`src/rtl/r4m_pkg.sv`:
```
// Shared types for the radix-4 Booth multiplier.
// Assumes: the digit set is the signed radix-4 set {-2,-1,0,+1,+2}.
package r4m_pkg;

    // Recoded digit applied to the multiplicand in one step
    typedef enum logic [2:0] {
        DIG_ZERO = 3'd0,
        DIG_P1   = 3'd1,
        DIG_P2   = 3'd2,
        DIG_M1   = 3'd3,
        DIG_M2   = 3'd4
    } r4_digit_e;

endpackage

```
`src/rtl/r4m_recoder.sv`:
```
// Maps one overlapping multiplier triplet {hi, mid, lo} to a signed digit.
// Assumes: lo is the bit below the pair (0 for the lowest pair).
module r4m_recoder
    import r4m_pkg::*;
(
    input  logic [2:0] trip,
    output r4_digit_e  dig
);

    // Purpose: triplet-to-digit lookup
    always_comb begin
        unique case (trip)
            3'b001, 3'b010: dig = DIG_P1;
            3'b011:         dig = DIG_P2;
            3'b100:         dig = DIG_M2;
            3'b101, 3'b110: dig = DIG_M1;
            default:        dig = DIG_ZERO;
        endcase
    end

endmodule

```
`src/rtl/r4m_ppgen.sv`:
```
// Forms one digit multiple of the multiplicand, sign-extended to PW bits.
// Doubling is a left shift; negation is invert-plus-one.
// Assumes: PW > W so that 2x fits without loss.
module r4m_ppgen
    import r4m_pkg::*;
#(
    parameter int W  = 6,
    parameter int PW = 2 * W
) (
    input  logic [W-1:0]  x,
    input  r4_digit_e     dig,
    output logic [PW-1:0] pp
);

    logic [PW-1:0] x_ext;
    logic [PW-1:0] mag;
    logic          dbl;
    logic          neg;

    // Purpose: sign extension of the multiplicand to product width
    always_comb x_ext = {{(PW-W){x[W-1]}}, x};

    // Purpose: decode magnitude and sign selection from the digit
    always_comb begin
        dbl = (dig == DIG_P2) || (dig == DIG_M2);
        neg = (dig == DIG_M1) || (dig == DIG_M2);
    end

    // Purpose: build the signed multiple, or zero
    always_comb begin
        mag = dbl ? (x_ext << 1) : x_ext;
        if (dig == DIG_ZERO)
            pp = '0;
        else if (neg)
            pp = ~mag + PW'(1);
        else
            pp = mag;
    end

endmodule

```
`src/rtl/r4m_seq.sv`:
```
// Step sequencer: accepts start while idle, counts STEPS cycles,
// then pulses done for one cycle.
// Assumes: start is ignored whenever busy is high.
module r4m_seq #(
    parameter int STEPS = 4,
    parameter int SW    = (STEPS > 1) ? $clog2(STEPS) : 1
) (
    input  logic          clk,
    input  logic          rst_n,
    input  logic          start,
    output logic          busy,
    output logic          done,
    output logic          load,
    output logic [SW-1:0] step
);

    logic last;

    // Purpose: accept only when idle; flag the final step
    always_comb begin
        load = start && !busy;
        last = (step == SW'(STEPS - 1));
    end

    // Purpose: busy/done/step state with synchronous reset
    always_ff @(posedge clk) begin
        if (!rst_n) begin
            busy <= 1'b0;
            done <= 1'b0;
            step <= '0;
        end else begin
            done <= 1'b0;
            if (load) begin
                busy <= 1'b1;
                step <= '0;
            end else if (busy) begin
                if (last) begin
                    busy <= 1'b0;
                    done <= 1'b1;
                end else begin
                    step <= step + SW'(1);
                end
            end
        end
    end

endmodule

```
`src/rtl/radix4_mult.sv`:
```
// Radix-4 Booth sequential signed multiplier.
// One recoded digit per cycle is added, at its weight, into a 2W-bit
// accumulator that doubles as the product output.
// Assumes: operands are captured on the accepting edge; product is valid
// from the done pulse until the next accepted start.
module radix4_mult
    import r4m_pkg::*;
#(
    parameter int W = 6
) (
    input  logic           clk,
    input  logic           rst_n,
    input  logic           start,
    input  logic [W-1:0]   x,
    input  logic [W-1:0]   y,
    output logic           busy,
    output logic           done,
    output logic [2*W-1:0] product
);

    localparam int PW    = 2 * W;
    localparam int STEPS = (W + 2) / 2;
    localparam int YW    = 2 * STEPS;
    localparam int SW    = (STEPS > 1) ? $clog2(STEPS) : 1;

    logic [W-1:0]  x_q;
    logic [YW:0]   y_q;
    logic [PW-1:0] acc;
    logic [2:0]    trip_w;
    r4_digit_e     dig_w;
    logic [PW-1:0] pp_w;
    logic          load_w;
    logic [SW-1:0] step_w;

    r4m_seq #(.STEPS(STEPS), .SW(SW)) u_seq (
        .clk   (clk),
        .rst_n (rst_n),
        .start (start),
        .busy  (busy),
        .done  (done),
        .load  (load_w),
        .step  (step_w)
    );

    // Purpose: current triplet is the low end of the shifting multiplier
    always_comb trip_w = y_q[2:0];

    r4m_recoder u_rec (
        .trip (trip_w),
        .dig  (dig_w)
    );

    r4m_ppgen #(.W(W), .PW(PW)) u_pp (
        .x   (x_q),
        .dig (dig_w),
        .pp  (pp_w)
    );

    // Purpose: operand capture, multiplier shift and accumulation
    always_ff @(posedge clk) begin
        if (!rst_n) begin
            x_q <= '0;
            y_q <= '0;
            acc <= '0;
        end else if (load_w) begin
            x_q <= x;
            y_q <= {{(YW-W){y[W-1]}}, y, 1'b0};
            acc <= '0;
        end else if (busy) begin
            acc <= acc + (pp_w << {step_w, 1'b0});
            y_q <= {{2{y_q[YW]}}, y_q[YW:2]};
        end
    end

    // Purpose: expose the accumulator as the product
    always_comb product = acc;

endmodule

```
`config.mk`:
```
export PLATFORM = sky130hd
export DESIGN_NAME = radix4_mult
export DESIGN_NICKNAME = d
export VERILOG_FILES = /design/src/rtl/r4m_pkg.sv /design/src/rtl/r4m_recoder.sv /design/src/rtl/r4m_ppgen.sv /design/src/rtl/r4m_seq.sv /design/src/rtl/radix4_mult.sv
export SDC_FILE = /design/constraint.sdc
export NUM_CORES = 1
export LEC_CHECK = 0
export ABC_AREA = 1
export BUFFER_PORTS_ARGS = -buffer_cell sky130_fd_sc_hd__clkbuf_2
export CORE_ASPECT_RATIO = 0.75
export CORE_MARGIN = 5
export CORE_UTILIZATION = 53
export DETAILED_ROUTE_END_ITERATION = 10
export GPL_TIMING_DRIVEN = 0
export PLACE_DENSITY_LB_ADDON = 0.2
export SLEW_MARGIN = 20
export SYNTH_ARGS = -nofsm -noshare
export SYNTH_HDL_FRONTEND = slang
export SYNTH_SLANG_ARGS = --single-unit
```
`constraint.sdc`:
```
create_clock -name clk -period 3.6 [get_ports clk]
set_input_delay 0.9 -clock clk [delete_from_list [all_inputs] [get_ports clk]]
set_output_delay 0.9 -clock clk [all_outputs]
set_load 0.05 [all_outputs]
```
---- After elaboration in Yosys (flattened, before gate mapping) ----
Cells that the tools add are included.
word-level totals
  register bits ........................... 31
  input bits .............................. 15
  output and inout bits ................... 14
operators by class
  add/sub/neg operators ................... 3
  equal/unequal tests ..................... 10
  shifts and indexed selects .............. 1
  muxes and demuxes ....................... 10
  bitwise logic cells ..................... 4
  reduce and logical (&&, ||, !) cells .... 11
operators by type and width
  kind                                                              count
  12-bit two-way mux                                                2
  12-bit by 1-bit adder with 12-bit output (second input constant)  1
  12-bit adder                                                      1
  3-bit by 2-bit == test with 1-bit output (second input constant)  4
  3-bit == test (second input constant)                             4
  12-bit inverter                                                   1
  3-bit one-hot mux with 4 select lines                             1
  12-bit by 3-bit left shift with 12-bit output                     1
  9-bit two-way mux                                                 1
  8-bit two-way mux                                                 1
  6-bit two-way mux                                                 1
  2-bit OR reduction                                                3
  1-bit two-way mux                                                 4
  3-bit by 1-bit == test with 1-bit output (second input constant)  1
  3-bit zero test                                                   1
  1-bit inverter                                                    3
  3-bit OR reduction                                                1
  2-bit by 1-bit adder with 2-bit output (second input constant)    1
  2-bit == test (second input constant)                             1
  1-bit logical OR                                                  2
  2-bit AND reduction                                               1
  2-bit nonzero test                                                1
  1-bit logical AND                                                 1
  1-bit zero test                                                   1

---- Depth between registers and ports, before layout ----
  depth after elaboration ................. 12
  mapped depth ............................ 36
  gate-level depth less buffers ........... 35

---- Modules after synthesis ----
From an unflattened synthesis, not the netlist that was laid out.
unflattened totals
  cell total of the unflattened synthesis .. 412
  area, all modules ....................... 2522.4 sq um
modules (own cells, without submodules)
  module       instances  cells an instance  area each (sq um)  seq. area each (sq um)
  radix4_mult  1          306                1888.1             520.5
  r4m_ppgen    1          73                 400.4              0.0
  r4m_seq      1          24                 188.9              80.1
  r4m_recoder  1          9                  45.0               0.0

---- Least setup slack after synthesis ----
No wires, ideal clock.
  path type ............................... register -> register
  start ................................... reg y_q[0]
  end ..................................... reg acc[11] (netlist: product[11])
  setup time .............................. 0.114 ns
  data arrival time ....................... 3.710 ns
  path slack .............................. -0.225 ns
  stages on the path, launching flop included .. 34
  cell sequence ........................... dfxtp_1 -> inv_1 -> ha_1 -> inv_1 -> nand4_4 -> nand2_4 -> nand2_4 -> buf_8 -> o21ai_0 -> ha_1 -> inv_1 -> nor2_1 -> nand3_1 -> a21oi_1 -> o21ai_1 -> nand2_1 -> o21ai_1 -> nand2_1 -> o21ai_1 -> ha_1 -> nand2_1 -> inv_1 -> nand4_1 -> o211ai_1 -> nand3_1 -> nand2_1 -> nand2_1 -> nand2_1 -> a21o_1 -> nand3_2 -> nand2_1 -> nor2_1 -> nor2_1 -> nor2_1
between the ends
  longest elaborated chain between the ends .. 12
  elaborated cells between the ends (all ways) .. 22
  those cells by class .................... add/sub (2); eq/ne (9); shift (1); mux (4); bitwise (1); reduce/logical (5)
ends and longest elaborated chain
  what                                                                       RTL line                          source
  start, declared                                                            radix4_mult.sv:27                 logic [YW:0] y_q;
  start signal, assigned                                                     radix4_mult.sv:67                 y_q <= {{(YW-W){y[W-1]}}, y, 1'b0};
  start signal, assigned                                                     radix4_mult.sv:71                 y_q <= {{2{y_q[YW]}}, y_q[YW:2]};
  3-bit == test, or another cell as far along                                r4m_recoder.sv:12                 unique case (trip)
  2-bit OR reduction                                                         r4m_recoder.sv:12
  3-bit one-hot mux with 4 select lines (*)                                  r4m_recoder.sv:12
  3-bit by 2-bit == test with 1-bit output or 3-bit == test (tied branches)  r4m_ppgen.sv:25, r4m_ppgen.sv:26
  1-bit logical OR                                                           r4m_ppgen.sv:25                   dbl = (dig == DIG_P2) || (dig == DIG_M2);
  6-bit two-way mux                                                          r4m_ppgen.sv:31                   mag = dbl ? (x_ext << 1) : x_ext;
  12-bit inverter                                                            r4m_ppgen.sv:35                   pp = ~mag + PW'(1);
  12-bit by 1-bit adder with 12-bit output                                   r4m_ppgen.sv:35
  12-bit two-way mux                                                         r4m_ppgen.sv:34                   else if (neg)
  12-bit two-way mux (*)                                                     r4m_ppgen.sv:32                   if (dig == DIG_ZERO)
  12-bit by 3-bit left shift with 12-bit output (*)                          radix4_mult.sv:70                 acc <= acc + (pp_w << {step_w, 1'b0});
  12-bit adder (*)                                                           radix4_mult.sv:70
  end signal, assigned                                                       radix4_mult.sv:70
  end, declared                                                              radix4_mult.sv:28                 logic [PW-1:0] acc;
Mark *: on every way between the ends. The rest lies on a longest branch, timed or not.
A chain may end at the register's enable or synchronous reset.

---- Final worst setup path ----
Same ends and word-level chain as after synthesis.

==> results.json <==
{
  "status": "complete, but fails checks",
  "violations": "setup timing",
  "r2r-end": "product[11]",
  "crit_required_ns": 3.79,
  "synth_flop_cell": "dfxtp_1",
  "rsz0062_at_grt": "yes",
  "dp_hpwl_mm": 4.13,
  "final_layout_size_suffix_gt1_share_pct": 32.1,
  "htreeDepth": 2,
  "dr_total_vias": 2457,
  "ff2ff_setup_slack_ns": -0.27,
  "start_kind": "flip-flop",
  "synth-edff-count": 0,
  "worstHoldPathType": "reg2reg",
  "drtAntennaViolNets": 0,
  "area_delta_synth_final_pct": 33.2,
  "seq_area_frac_synth_pct": 25.6,
  "final_util_pct": 71.6,
  "grt_pass1_vias": 2260,
  "period_needed_ns": 3.87,
  "syn_nets": 391,
  "viasPerCell": 5.15,
  "worst_r2r_path_depth": 33,
  "numCtsBuffers": 5,
  "route.detailed.wl_per_inst_microns": 12.7,
  "final_common_cell": "nand2_1",
  "ctsRootBufferMaster": "clkbuf_8",
  "dieArea_sq_mm": 0.00587,
  "boundaryPins": 29,
  "fin_cells": 477,
  "dieWidth_microns": 86.8,
  "avgSynthCellArea_sq_um": 6.57,
  "drt_wl_total_mm": 6.06,
  "setup_viol": 3,
  "cts_sinks": 30,
  "crit_buf_inv": 5,
  "rows": 21,
  "drt_iter0_markers": 184,
  "route.detailed.drc": 0,
  "holdCritStartpoint": "product[11]",
  "clock.fmax_ghz": 0.259,
  "skew_ns": 0.00357,
  "hold_ws_ns": 0.491,
  "finalSetupTns_ns": -0.545,
  "core_sq_mm": 0.00436,
  "dpl.cell_count": 442,
  "synthArstFlopShare_pct": 0,
  "initial_core_util_pct": 53.8,
  "grt_max_degree": 11,
  "drtPass1Iterations": 5,
  "synthCells": 357,
  "antenna_found_initial": 0,
  "maxCapViolations": 0,
  "grt_pass1_wl_mm": 10.1,
  "overflow": 0,
  "path_common_cell": "nand2_1",
  "synth_warnings": 0,
  "p_per_area_mw_per_mm2": 370,
  "leakagePower_uw": 0.00161,
  "cts_tree": "yes",
  "worst_hold_path.num_cells": 2,
  "place.port_buffers": 28,
  "end_kind": "flip-flop",
  "arrival_ns": 4.06,
  "antenna_cells": 0,
  "critPathKind": "reg2reg",
  "cp_top_family": "simple AND/OR/NAND/NOR gates",
  "clk_pin_slew_ns": 0.07,
  "setup_slack_ns": -0.268,
  "postCtsHoldBufs": 0,
  "dpl_cell_area_sq_mm": 0.00261,
  "layout.cells.most_common_list": "63 x nand2_1, 47 x inv_1, 39 x nor2_1, 28 x clkbuf_2, 28 x dfxtp_1",
  "slowest_delay_ns": 0.39,
  "finalCritPeriodShare_pct": 107,
  "peakVddDrop_mv": 0.255,
  "r2r-start": "y_q[0]",
  "num-nets-final": 454,
  "gp_congestion": 0.886,
  "synth-seq-cells": 30,
  "dieHeight_microns": 67.6,
  "netlist_area_sq_mm": 0.00235,
  "clockBufferDepth": 2,
  "drv_slew": 0,
  "final_area_sq_mm": 0.00312,
  "worst_pin_slew_ns": 0.647,
  "hold_viol": 0,
  "grt.total_usage_pct": 22.1,
  "clk_latency_ns": 0.29,
  "maxSlewHeadroom_pct": 56.7,
  "critPathSlowestCell": "dfxtp_4",
  "crit_fanout": 5,
  "min_to": "product[11]",
  "yosysUniqueCellTypes": 33
}
## cells by family after synthesis
group	synth area share, %
and+or+nand+nor	33.0
AOI/OAI and AO/OA	16.4
buffers and inverters	11.6
DFF	25.6
adders and majority gates	10.5
xor gates and xnor gates	2.99
## synth_stat cells, types with 2 or more instances
library cell | count | area, sq um
dfxtp_1 | 30 | 601
nand3_2 | 3 | 30.0
o211ai_1 | 2 | 15.0
ha_1 | 18 | 225
o21ai_1 | 6 | 30.0
o21ai_0 | 32 | 160
clkbuf_1 | 5 | 18.8
a21o_1 | 2 | 15.0
nand4_1 | 2 | 12.5
a31oi_1 | 2 | 12.5
nor2_1 | 43 | 161
xor2_1 | 7 | 61.3
buf_2 | 3 | 15.0
nand2_4 | 5 | 56.3
inv_1 | 53 | 199
clkinv_1 | 2 | 7.51
a21oi_1 | 24 | 120
nand2_2 | 10 | 62.6
nand2_1 | 70 | 263
nand3_1 | 25 | 125
## sequential cells by signal, indices dropped and copies added, names as in the netlist
signal and cells:
product 12, u_seq.busy 1, u_seq.done 1, u_seq.step 2
x_q 6, y_q 8
## worst min-delay path, cell delays in order, from the launching register on
cell     delay [ns]
dfxtp_1        0.32
nor2_1         0.08
nor2_1         0.04
## worst max path at each step
stage / startpoint / to / slack, ns / cells past startpoint
3_5_place_dp: y_q[1] / product[11] / -0.45 / 34
3_3_place_gp: y_q[1] / product[10] / -0.39 / 28
4_1_cts: y_q[0] / product[11] / -0.22 / 33
6_report: y_q[0] / product[11] / -0.27 / 33
5_1_grt: y_q[0] / product[11] / -0.51 / 33
2_1_floorplan: y_q[1] / product[11] / -0.03 / 33
## final cells by class
| class | count | area, sq um |
|---|---|---|
| Multi-Input combinational cell | 262 | 1690 |
| Timing Repair Buffer | 56 | 358 |
| Tap cell | 57 | 71.3 |
| Fill cell | 386 | 1240 |
| Clock inverter | 1 | 30.0 |
| Inverter | 56 | 234 |
| Clock buffer | 6 | 82.6 |
| Sequential cell | 30 | 608 |
| Buffer | 9 | 53.8 |
## power breakdown
| group | internal (uW) | switching (uW) | total, uW | leakage [uW] |
|---|---|---|---|---|
| clock network | 222 | 144 | 366 | 0.0000573 |
| logic | 165 | 255 | 420 | 0.00130 |
| registers | 352 | 19.3 | 371 | 0.000247 |
| total | 738 | 419 | 1160 | 0.00161 |
## metal layers
layer / vias to the layer above / GRT usage, % / wire length [microns]
li1: 1270 / - / -
met4: 0 / 8.95 / 107
met1: 1116 / 28.4 / 2920
met3: 8 / 4.39 / 329
met2: 63 / 36.4 / 2700
met5: - / 0 / 0
## metrics by stage
stage | setup slack, ns | total power (uW)
final | -0.268 | 1160
after global routing | -0.512 | 1230
after CTS | -0.219 | 1120
after detailed placement | -0.448 | 697
after global placement | -0.391 | 691
after floorplan | -0.0298 | 631
## timing repair
action | 4_1_cts | 5_1_grt
pin swaps | 34 | 20
setup buffers | 19 | 9
cloned | 0 | 0
setup endpoints to repair | 4 | 6
resized for setup | 40 | 19
Note: power is estimated with default switching activity, not from simulation.
